`src/rtl/dreq_pkg.sv`:
```
package dreq_pkg;

    localparam int unsigned NUM_CH = 4;
    localparam int unsigned DATA_W = 8;

    typedef enum logic [1:0] {
        SEL_MASK_ONE = 2'b00,
        SEL_MASK_CLR = 2'b01,
        SEL_MASK_ALL = 2'b10,
        SEL_NONE     = 2'b11
    } wr_sel_e;

endpackage

```
`src/rtl/dreq_sync.sv`:
```
module dreq_sync #(
    parameter int unsigned NCH = 4
) (
    input  logic           clk,
    input  logic           por_n,
    input  logic           init_lvl,
    input  logic [NCH-1:0] d_i,
    output logic [NCH-1:0] q_o
);

    typedef struct packed {
        logic [NCH-1:0] s1;
        logic [NCH-1:0] s2;
    } sync_t;

    sync_t st_d, st_q;

    always_comb begin
        st_d = st_q;
        for (int i = 0; i < NCH; i++) begin
            st_d.s1[i] = d_i[i];
            st_d.s2[i] = st_q.s1[i];
        end
    end

    always_ff @(posedge clk) begin
        if (!por_n) begin
            st_q.s1 <= {NCH{init_lvl}};
            st_q.s2 <= {NCH{init_lvl}};
        end else begin
            st_q <= st_d;
        end
    end

    assign q_o = st_q.s2;

    AST_SYNC_TWO_STAGE: assert property (@(posedge clk) disable iff (!por_n)
        por_n && $past(por_n) |=> q_o == $past(d_i, 2)) else $error("sync depth");

endmodule

```
`src/rtl/dreq_mask_reg.sv`:
```
module dreq_mask_reg
    import dreq_pkg::*;
#(
    parameter int unsigned NCH = 4,
    parameter int unsigned DW  = 8
) (
    input  logic          clk,
    input  logic          por_n,
    input  logic          soft_rst,
    input  logic          wr_en,
    input  logic [1:0]    wr_sel,
    input  logic [DW-1:0] wr_data,
    output logic [NCH-1:0] mask_o
);

    localparam int unsigned CH_W = $clog2(NCH);

    typedef struct packed {
        logic [NCH-1:0] mask;
    } mask_st_t;

    mask_st_t st_d, st_q;
    wr_sel_e  sel;
    logic     wr_data_unused;

    assign sel            = wr_sel_e'(wr_sel);
    assign wr_data_unused = ^wr_data[DW-1:NCH];

    always_comb begin
        st_d = st_q;
        if (soft_rst) begin
            st_d.mask = '1;
        end else if (wr_en) begin
            case (sel)
                SEL_MASK_ONE: st_d.mask[wr_data[CH_W-1:0]] = wr_data[CH_W];
                SEL_MASK_CLR: st_d.mask = '0;
                SEL_MASK_ALL: st_d.mask = wr_data[NCH-1:0];
                default:      st_d.mask = st_q.mask;
            endcase
        end
    end

    always_ff @(posedge clk) begin
        if (!por_n) st_q.mask <= '1;
        else        st_q <= st_d;
    end

    assign mask_o = st_q.mask;

    AST_MASK_RESET: assert property (@(posedge clk) disable iff (!por_n)
        soft_rst |=> mask_o == '1) else $error("mask reset");
    AST_MASK_CLEAR: assert property (@(posedge clk) disable iff (!por_n)
        (!soft_rst && wr_en && wr_sel == 2'b01) |=> mask_o == '0) else $error("mask clear");
    AST_MASK_LOAD: assert property (@(posedge clk) disable iff (!por_n)
        (!soft_rst && wr_en && wr_sel == 2'b10) |=> mask_o == $past(wr_data[NCH-1:0])) else $error("mask load");
    AST_MASK_IDLE: assert property (@(posedge clk) disable iff (!por_n)
        (!soft_rst && (!wr_en || wr_sel == 2'b11)) |=> $stable(mask_o)) else $error("mask idle");

endmodule

```
`src/rtl/dreq_status_reg.sv`:
```
module dreq_status_reg #(
    parameter int unsigned NCH = 4
) (
    input  logic           clk,
    input  logic           por_n,
    input  logic           soft_rst,
    input  logic           init_lvl,
    input  logic [NCH-1:0] line_i,
    input  logic [NCH-1:0] tc_i,
    input  logic           rd_en,
    input  logic           rd_dbg,
    output logic [NCH-1:0] line_o,
    output logic [NCH-1:0] tc_o
);

    typedef struct packed {
        logic [NCH-1:0] line;
        logic [NCH-1:0] tc;
    } stat_t;

    stat_t st_d, st_q;
    logic  rd_clear;

    assign rd_clear = rd_en && !rd_dbg;

    always_comb begin
        st_d      = st_q;
        st_d.line = line_i;
        if (soft_rst) begin
            st_d.tc = '0;
        end else begin
            st_d.tc = (rd_clear ? '0 : st_q.tc) | tc_i;
        end
    end

    always_ff @(posedge clk) begin
        if (!por_n) begin
            st_q.line <= {NCH{init_lvl}};
            st_q.tc   <= '0;
        end else begin
            st_q <= st_d;
        end
    end

    assign line_o = st_q.line;
    assign tc_o   = st_q.tc;

    AST_TC_SET: assert property (@(posedge clk) disable iff (!por_n)
        !soft_rst |=> (tc_o & $past(tc_i)) == $past(tc_i)) else $error("tc set");
    AST_TC_CLEAR: assert property (@(posedge clk) disable iff (!por_n)
        (!soft_rst && rd_en && !rd_dbg) |=> tc_o == $past(tc_i)) else $error("tc clear");
    AST_TC_HOLD: assert property (@(posedge clk) disable iff (!por_n)
        (!soft_rst && !(rd_en && !rd_dbg)) |=> (tc_o & $past(tc_o)) == $past(tc_o)) else $error("tc hold");
    AST_RST_TC: assert property (@(posedge clk) disable iff (!por_n)
        soft_rst |=> tc_o == '0) else $error("reset tc");
    AST_LINE_KEEP: assert property (@(posedge clk) disable iff (!por_n)
        soft_rst |=> line_o == $past(line_i)) else $error("line keep");

endmodule

```
`src/rtl/dreq_front.sv`:
```
module dreq_front
    import dreq_pkg::*;
(
    input  logic       clk,
    input  logic       por_n,
    input  logic       soft_rst,
    input  logic       cfg_active_low,
    input  logic [3:0] dreq_i,
    input  logic [3:0] tc_pulse_i,
    input  logic       wr_en,
    input  logic [1:0] wr_sel,
    input  logic [7:0] wr_data,
    input  logic       rd_en,
    input  logic       rd_debug,
    output logic [7:0] rd_data,
    output logic [3:0] req_active_o
);

    localparam int unsigned NCH = NUM_CH;

    logic [NCH-1:0] line_sync;
    logic [NCH-1:0] line_q;
    logic [NCH-1:0] tc_q;
    logic [NCH-1:0] mask_q;
    logic [NCH-1:0] req_logic;

    dreq_sync #(.NCH(NCH)) u_sync (
        .clk      (clk),
        .por_n    (por_n),
        .init_lvl (cfg_active_low),
        .d_i      (dreq_i),
        .q_o      (line_sync)
    );

    dreq_status_reg #(.NCH(NCH)) u_status (
        .clk      (clk),
        .por_n    (por_n),
        .soft_rst (soft_rst),
        .init_lvl (cfg_active_low),
        .line_i   (line_sync),
        .tc_i     (tc_pulse_i),
        .rd_en    (rd_en),
        .rd_dbg   (rd_debug),
        .line_o   (line_q),
        .tc_o     (tc_q)
    );

    dreq_mask_reg #(.NCH(NCH), .DW(DATA_W)) u_mask (
        .clk      (clk),
        .por_n    (por_n),
        .soft_rst (soft_rst),
        .wr_en    (wr_en),
        .wr_sel   (wr_sel),
        .wr_data  (wr_data),
        .mask_o   (mask_q)
    );

    always_comb begin
        req_logic    = line_q ^ {NCH{cfg_active_low}};
        rd_data      = {req_logic, tc_q};
        req_active_o = req_logic & ~mask_q;
    end

    AST_REQ_GATED: assert property (@(posedge clk) disable iff (!por_n)
        (req_active_o & mask_q) == '0) else $error("masked request");
    AST_REQ_FROM_STATUS: assert property (@(posedge clk) disable iff (!por_n)
        (req_active_o & ~rd_data[7:4]) == '0) else $error("request without status");

endmodule

```
`config.mk`:
```
export PLATFORM = sky130hd
export DESIGN_NAME = dreq_front
export DESIGN_NICKNAME = d
export VERILOG_FILES = /design/src/rtl/dreq_pkg.sv /design/src/rtl/dreq_sync.sv /design/src/rtl/dreq_mask_reg.sv /design/src/rtl/dreq_status_reg.sv /design/src/rtl/dreq_front.sv
export SDC_FILE = /design/constraint.sdc
export NUM_CORES = 1
export LEC_CHECK = 0
export CORE_ASPECT_RATIO = 0.5
export CORE_MARGIN = 2
export CORE_UTILIZATION = 35
export DETAILED_ROUTE_END_ITERATION = 7
export PLACE_DENSITY = 0.77
export SLEW_MARGIN = 30
export SYNTH_ARGS = -nofsm -noshare
export SYNTH_HDL_FRONTEND = slang
export SYNTH_HIERARCHICAL = 1
export SYNTH_SLANG_ARGS = --single-unit
export TNS_END_PERCENT = 10
```
`constraint.sdc`:
```
create_clock -name clk -period 2.91 [get_ports clk]
set_input_delay 0.7275 -clock clk [delete_from_list [all_inputs] [get_ports clk]]
set_output_delay 0.7275 -clock clk [all_outputs]
set_load 0.02 [all_outputs]
```
Word-level counts from Yosys, hierarchy flattened. Cells that the tools add are included.

Output and inout port bits: 12. Bits in registers: 20.

Muxes and demuxes: 8. Reductions and logical operators: 7. Magnitude comparators: 2. Bitwise gates (word level): 5. Equality and inequality tests: 2.

Operator list (number): $mux W8 (2); $pmux W4 S3 (1); $mux W4 (2); $and A4 B4 Y4 (1); $bwmux W4 (1); $not A4 Y4 (1); $or A4 B4 Y4 (1); $xor A4 B4 Y4 (1); $lt A2 B3 Y1 const B (1); $reduce_bool A3 Y1 (1); $demux W1 S2 (1); $eq A2 B1 Y1 const B (1); $eq A2 B2 Y1 const B (1); $ge A2 B1 Y1 const B (1); $logic_and A1 B1 Y1 (2); $logic_not A2 Y1 (1); $reduce_and A2 Y1 (1); $reduce_or A2 Y1 (1); $logic_not A1 Y1 (1); $mux W1 (1); $not A1 Y1 (1).

Longest topological paths before layout.
Depth in word-level cells: 6. Gate-level depth with buffers: 6. Mapped depth without buffers: 5.

By module. Netlist, hierarchy kept.

By module, submodules not included: dreq_sync (seq. area each 160.2 um^2, cells an instance 17, area an instance 291.5 um^2, instances 1); dreq_mask_reg (seq. area each 80.1 um^2, cells an instance 35, area an instance 290.3 um^2, instances 1); dreq_status_reg (seq. area each 160.2 um^2, cells an instance 30, area an instance 270.3 um^2, instances 1); dreq_front (seq. area each 0.0 um^2, cells an instance 8, area an instance 70.1 um^2, instances 1).

Worst setup path after synthesis. OpenSTA, ideal clock, no wires.

Kind: in2out. From: input port cfg_active_low. To: output port req_active_o[0]. Data required time: 2.183 ns. Slack: 0.792 ns. Data arrival time: 1.390 ns. Stages on the path: 2. Cells stage by stage: xor2_1 and2b_2.

Cells in the longest elaborated chain, start to end: 2.

RTL lines: from (decl) (RTL line dreq_front.sv:7) `input logic cfg_active_low,`; $xor A4 B4 Y4 (RTL line dreq_front.sv:59) `req_logic = line_q ^ {NCH{cfg_active_low}};`; $and A4 B4 Y4 (RTL line dreq_front.sv:61) `req_active_o = req_logic & ~mask_q;`; to (decl) (RTL line dreq_front.sv:16) `output logic [3:0] req_active_o`.

Every way passes these cells.

Worst setup path after layout. Ends and elaborated chain as after synthesis.

==> results.rst <==
.. list-table::
   :header-rows: 1

   * - Metric
     - Value
   * - Sequential cell area fraction in the yosys report
     - 0.434
   * - Total Routing Usage GR
     - 0.112
   * - Post-Syn Nets
     - 117
   * - RSZ-0062 raised after global routing
     - false
   * - Vertical extent of the die
     - 40.3 um
   * - Number of library cell types mapped by synthesis
     - 27
   * - Final antenna diode count
     - 0
   * - Die Outline Area
     - 3090 sq um
   * - Setup Skew
     - 0.000375 ns
   * - Via count of the first global-routing pass
     - 614
   * - Number of rows created at floorplan
     - 13
   * - Result of the run
     - finished clean
   * - Critical-path cell list
     - dlygate4sd2_1 > xor2_1 > and2b_2 > clkdlybuf4s50_1
   * - Post-CTS setup repair buffer count
     - 0
   * - Routed WL
     - 1720 um
   * - Top cell type by total area after synthesis
     - sky130_fd_sc_hd__dfxtp_1
   * - Final worst-path cycle share
     - 0.958
   * - Min-delay worst type
     - flip-flop to flip-flop
   * - Drt initial violations
     - 35
   * - Worst-path cell with the longest stage delay
     - sky130_fd_sc_hd__clkdlybuf4s50_1
   * - Count of clock tree sinks
     - 20
   * - Final Max Slew Viols
     - 0
   * - Worst slew margin relative to its limit
     - 0.832
   * - DRC
     - 0
   * - Gr ovfl total
     - 0
   * - Crit path buffers/inverters
     - 2
   * - Max Root-Sink Buffers
     - 2
   * - Worst-case hold path end point
     - u_status/line_o[0]
   * - Post-route antenna net violation count
     - 0
   * - Slew @ Worst Pin
     - 0.250 ns
   * - Total via count after detailed routing
     - 723
   * - CTS Root Buffer Type
     - sky130_fd_sc_hd__clkbuf_8
   * - Largest incremental delay on the critical path
     - 0.59 ns
   * - Biggest fanout along the worst timing path
     - 5
   * - Number of H-tree levels
     - 1
   * - Setup-failing EPs final
     - 0
   * - Standby leakage power
     - 0.571 nW
   * - Critical Path End Type
     - output pin
   * - Cell count after synthesis
     - 90
   * - Power consumption
     - 0.718 mW
   * - Antenna violations before repair
     - 0
   * - Cts repair resizes
     - 1
   * - Final count of hold timing violations
     - 0
   * - Clock edge transition at the registers on the reported setup and hold paths
     - 0.07 ns
   * - Required time of the critical path
     - 2.18 ns
   * - R2r setup slk
     - 2.15 ns
   * - HPWL after detailed placement
     - 1370 um
   * - Startpoint type of the worst setup path
     - input port
   * - Synthesized cell area
     - 922 sq um
   * - IO Count
     - 37
   * - First-pass GRT wire length
     - 2680 um
   * - Post-Route Setup TNS
     - 0 ns
   * - Area of the core
     - 2550 sq um
   * - Crit path time final
     - 2.79 ns
   * - Area added between synthesis and finish
     - 47.8%
   * - Max-cap violations
     - 0
   * - Power Density
     - 527 nW/um^2
   * - Average detailed-routed wire length per instance
     - 10.5 um
   * - Place WS
     - -0.183 ns
   * - Die width
     - 76.6 um
   * - Final worst setup slack
     - 0.121 ns
   * - Final hold slack
     - 0.427 ns
   * - Arrival time of the worst setup path
     - 2.06 ns
   * - Placed instance count
     - 160
   * - Via-to-Cell Ratio
     - 4.41
   * - First-pass detailed-route iteration total
     - 4
   * - Launch instance of the worst min-delay path
     - u_sync/q_o[0]
   * - Source-to-sink clock delay at the later pin of the worst-skew pair
     - 0.26 ns
   * - Largest cells by area after synthesis
     - sky130_fd_sc_hd__dfxtp_1 (43%), sky130_fd_sc_hd__mux2_4 (13%), sky130_fd_sc_hd__nand2_1 (4.5%)
   * - Maximum vdd ir drop
     - 251 uV
   * - TritonCTS clock tree
     - done
   * - Syn. warnings
     - 6
   * - Maximum number of pins on one net before global-route repair
     - 15
   * - Mean instance size in the synthesized netlist
     - 10.2 sq um
   * - Crit path max-delay family
     - buffers and inverters
   * - Initial core utilization
     - 0.361
   * - Routability congestion estimate from global placement
     - 0.786
   * - Proportion of netlist area held by the largest area contributor
     - 0.434
   * - Final standard cell count with taps included and fillers excluded
     - 164
   * - NumNets Final
     - 155
   * - Hold Path Cell Cnt
     - 2
   * - Number of hold-repair buffers added at the cts stage
     - 0
   * - Critical setup path kind
     - input port to output pin
   * - Number of port buffers
     - 32
   * - Peak Freq
     - 359 MHz
   * - Total CTS buffers
     - 3
   * - Fraction of final layout cells with drive strength greater than 1
     - 0.165
   * - Depth of the worst register-to-register path
     - 1
   * - Synthesized flop and latch total
     - 20
==> cell type report <==
cell class                 count  area, sq um
multi-input combinational     66          495
sequential                    20          400
fill                         240         1190
clock inverter                 1         30.0
clock buffer                   3         41.3
inverter                       2         7.51
tap                           37         46.3
timing repair buffer          35          342
==> cell families (layout without fill, tap and decap cells) <==
family | count (synthesis) | after routing | share of synthesized area
compound gates | 15 | 15 | 0.118
xor+xnor | 4 | 4 | 0.0380
fa+ha+maj | 2 | 2 | 0.0271
buf+inv | 4 | 41 | 0.0285
flops | 20 | 20 | 0.434
mux | 8 | 8 | 0.130
simple gates | 37 | 37 | 0.224
==> where the power goes <==
part / leakage (nW) / internal, mW / total, mW / switching, mW
Combinational: 0.368 / 0.0818 / 0.142 / 0.0606
Sequential: 0.167 / 0.293 / 0.300 / 0.00694
Clock: 0.0357 / 0.184 / 0.275 / 0.0919
==> synthesized netlist by cell type <==
master,number
sky130_fd_sc_hd__dfxtp_1,20
sky130_fd_sc_hd__nand2_1,11
sky130_fd_sc_hd__mux2_4,8
sky130_fd_sc_hd__nor2_1,7
sky130_fd_sc_hd__and2b_2,4
sky130_fd_sc_hd__nand2b_1,4
sky130_fd_sc_hd__nor3_1,4
sky130_fd_sc_hd__nor3b_1,4
sky130_fd_sc_hd__xor2_1,4
sky130_fd_sc_hd__o21ai_0,3
sky130_fd_sc_hd__a211o_1,2
sky130_fd_sc_hd__a21o_1,2
sky130_fd_sc_hd__ha_1,2
sky130_fd_sc_hd__inv_1,2
sky130_fd_sc_hd__a211oi_1,1
sky130_fd_sc_hd__a21boi_0,1
sky130_fd_sc_hd__a21oi_1,1
sky130_fd_sc_hd__a311oi_1,1
sky130_fd_sc_hd__a31oi_1,1
sky130_fd_sc_hd__a32oi_1,1
sky130_fd_sc_hd__buf_4,1
sky130_fd_sc_hd__buf_6,1
sky130_fd_sc_hd__nand2b_2,1
sky130_fd_sc_hd__nand2b_4,1
sky130_fd_sc_hd__nor2b_1,1
sky130_fd_sc_hd__o31ai_1,1
sky130_fd_sc_hd__o32a_1,1
==> how the worst max path moves through the flow <==
stage	slack, ns	to	from	depth (start not counted)
4_1_cts	0.09	req_active_o[0]	cfg_active_low	4
6_report	0.12	req_active_o[0]	cfg_active_low	4
3_5_place_dp	-0.18	req_active_o[0]	cfg_active_low	4
3_3_place_gp	-0.16	req_active_o[0]	cfg_active_low	4
2_1_floorplan	0.79	req_active_o[0]	cfg_active_low	2
5_1_grt	0.03	req_active_o[2]	cfg_active_low	4
==> cells in the final DEF (no fill, tap or decap), types with 4 or more instances in the layout <==
cell type | synthesis | routed
sky130_fd_sc_hd__clkdlybuf4s50_1 | 0 | 31
sky130_fd_sc_hd__dfxtp_1 | 20 | 20
sky130_fd_sc_hd__nand2_1 | 11 | 11
sky130_fd_sc_hd__mux2_4 | 8 | 8
sky130_fd_sc_hd__nor2_1 | 7 | 7
sky130_fd_sc_hd__xor2_1 | 4 | 4
sky130_fd_sc_hd__and2b_2 | 4 | 4
sky130_fd_sc_hd__nand2b_1 | 4 | 4
sky130_fd_sc_hd__nor3b_1 | 4 | 4
sky130_fd_sc_hd__nor3_1 | 4 | 4
==> stage by stage <==
step / utilization / cell area [sq um]
after global placement: 0.506 / 1290
final: 0.534 / 1360
after global routing: 0.534 / 1360
after floorplan: - / 922
after CTS: 0.534 / 1360
after detailed placement: 0.506 / 1290
==> routing by layer <==
layer  part of all wire  track usage
met1               0.46        0.130
met2               0.50        0.221
met3              0.037       0.0270
met4             0.0046       0.0273
met5                  0            0
Note: power is estimated with default switching activity, not from simulation.
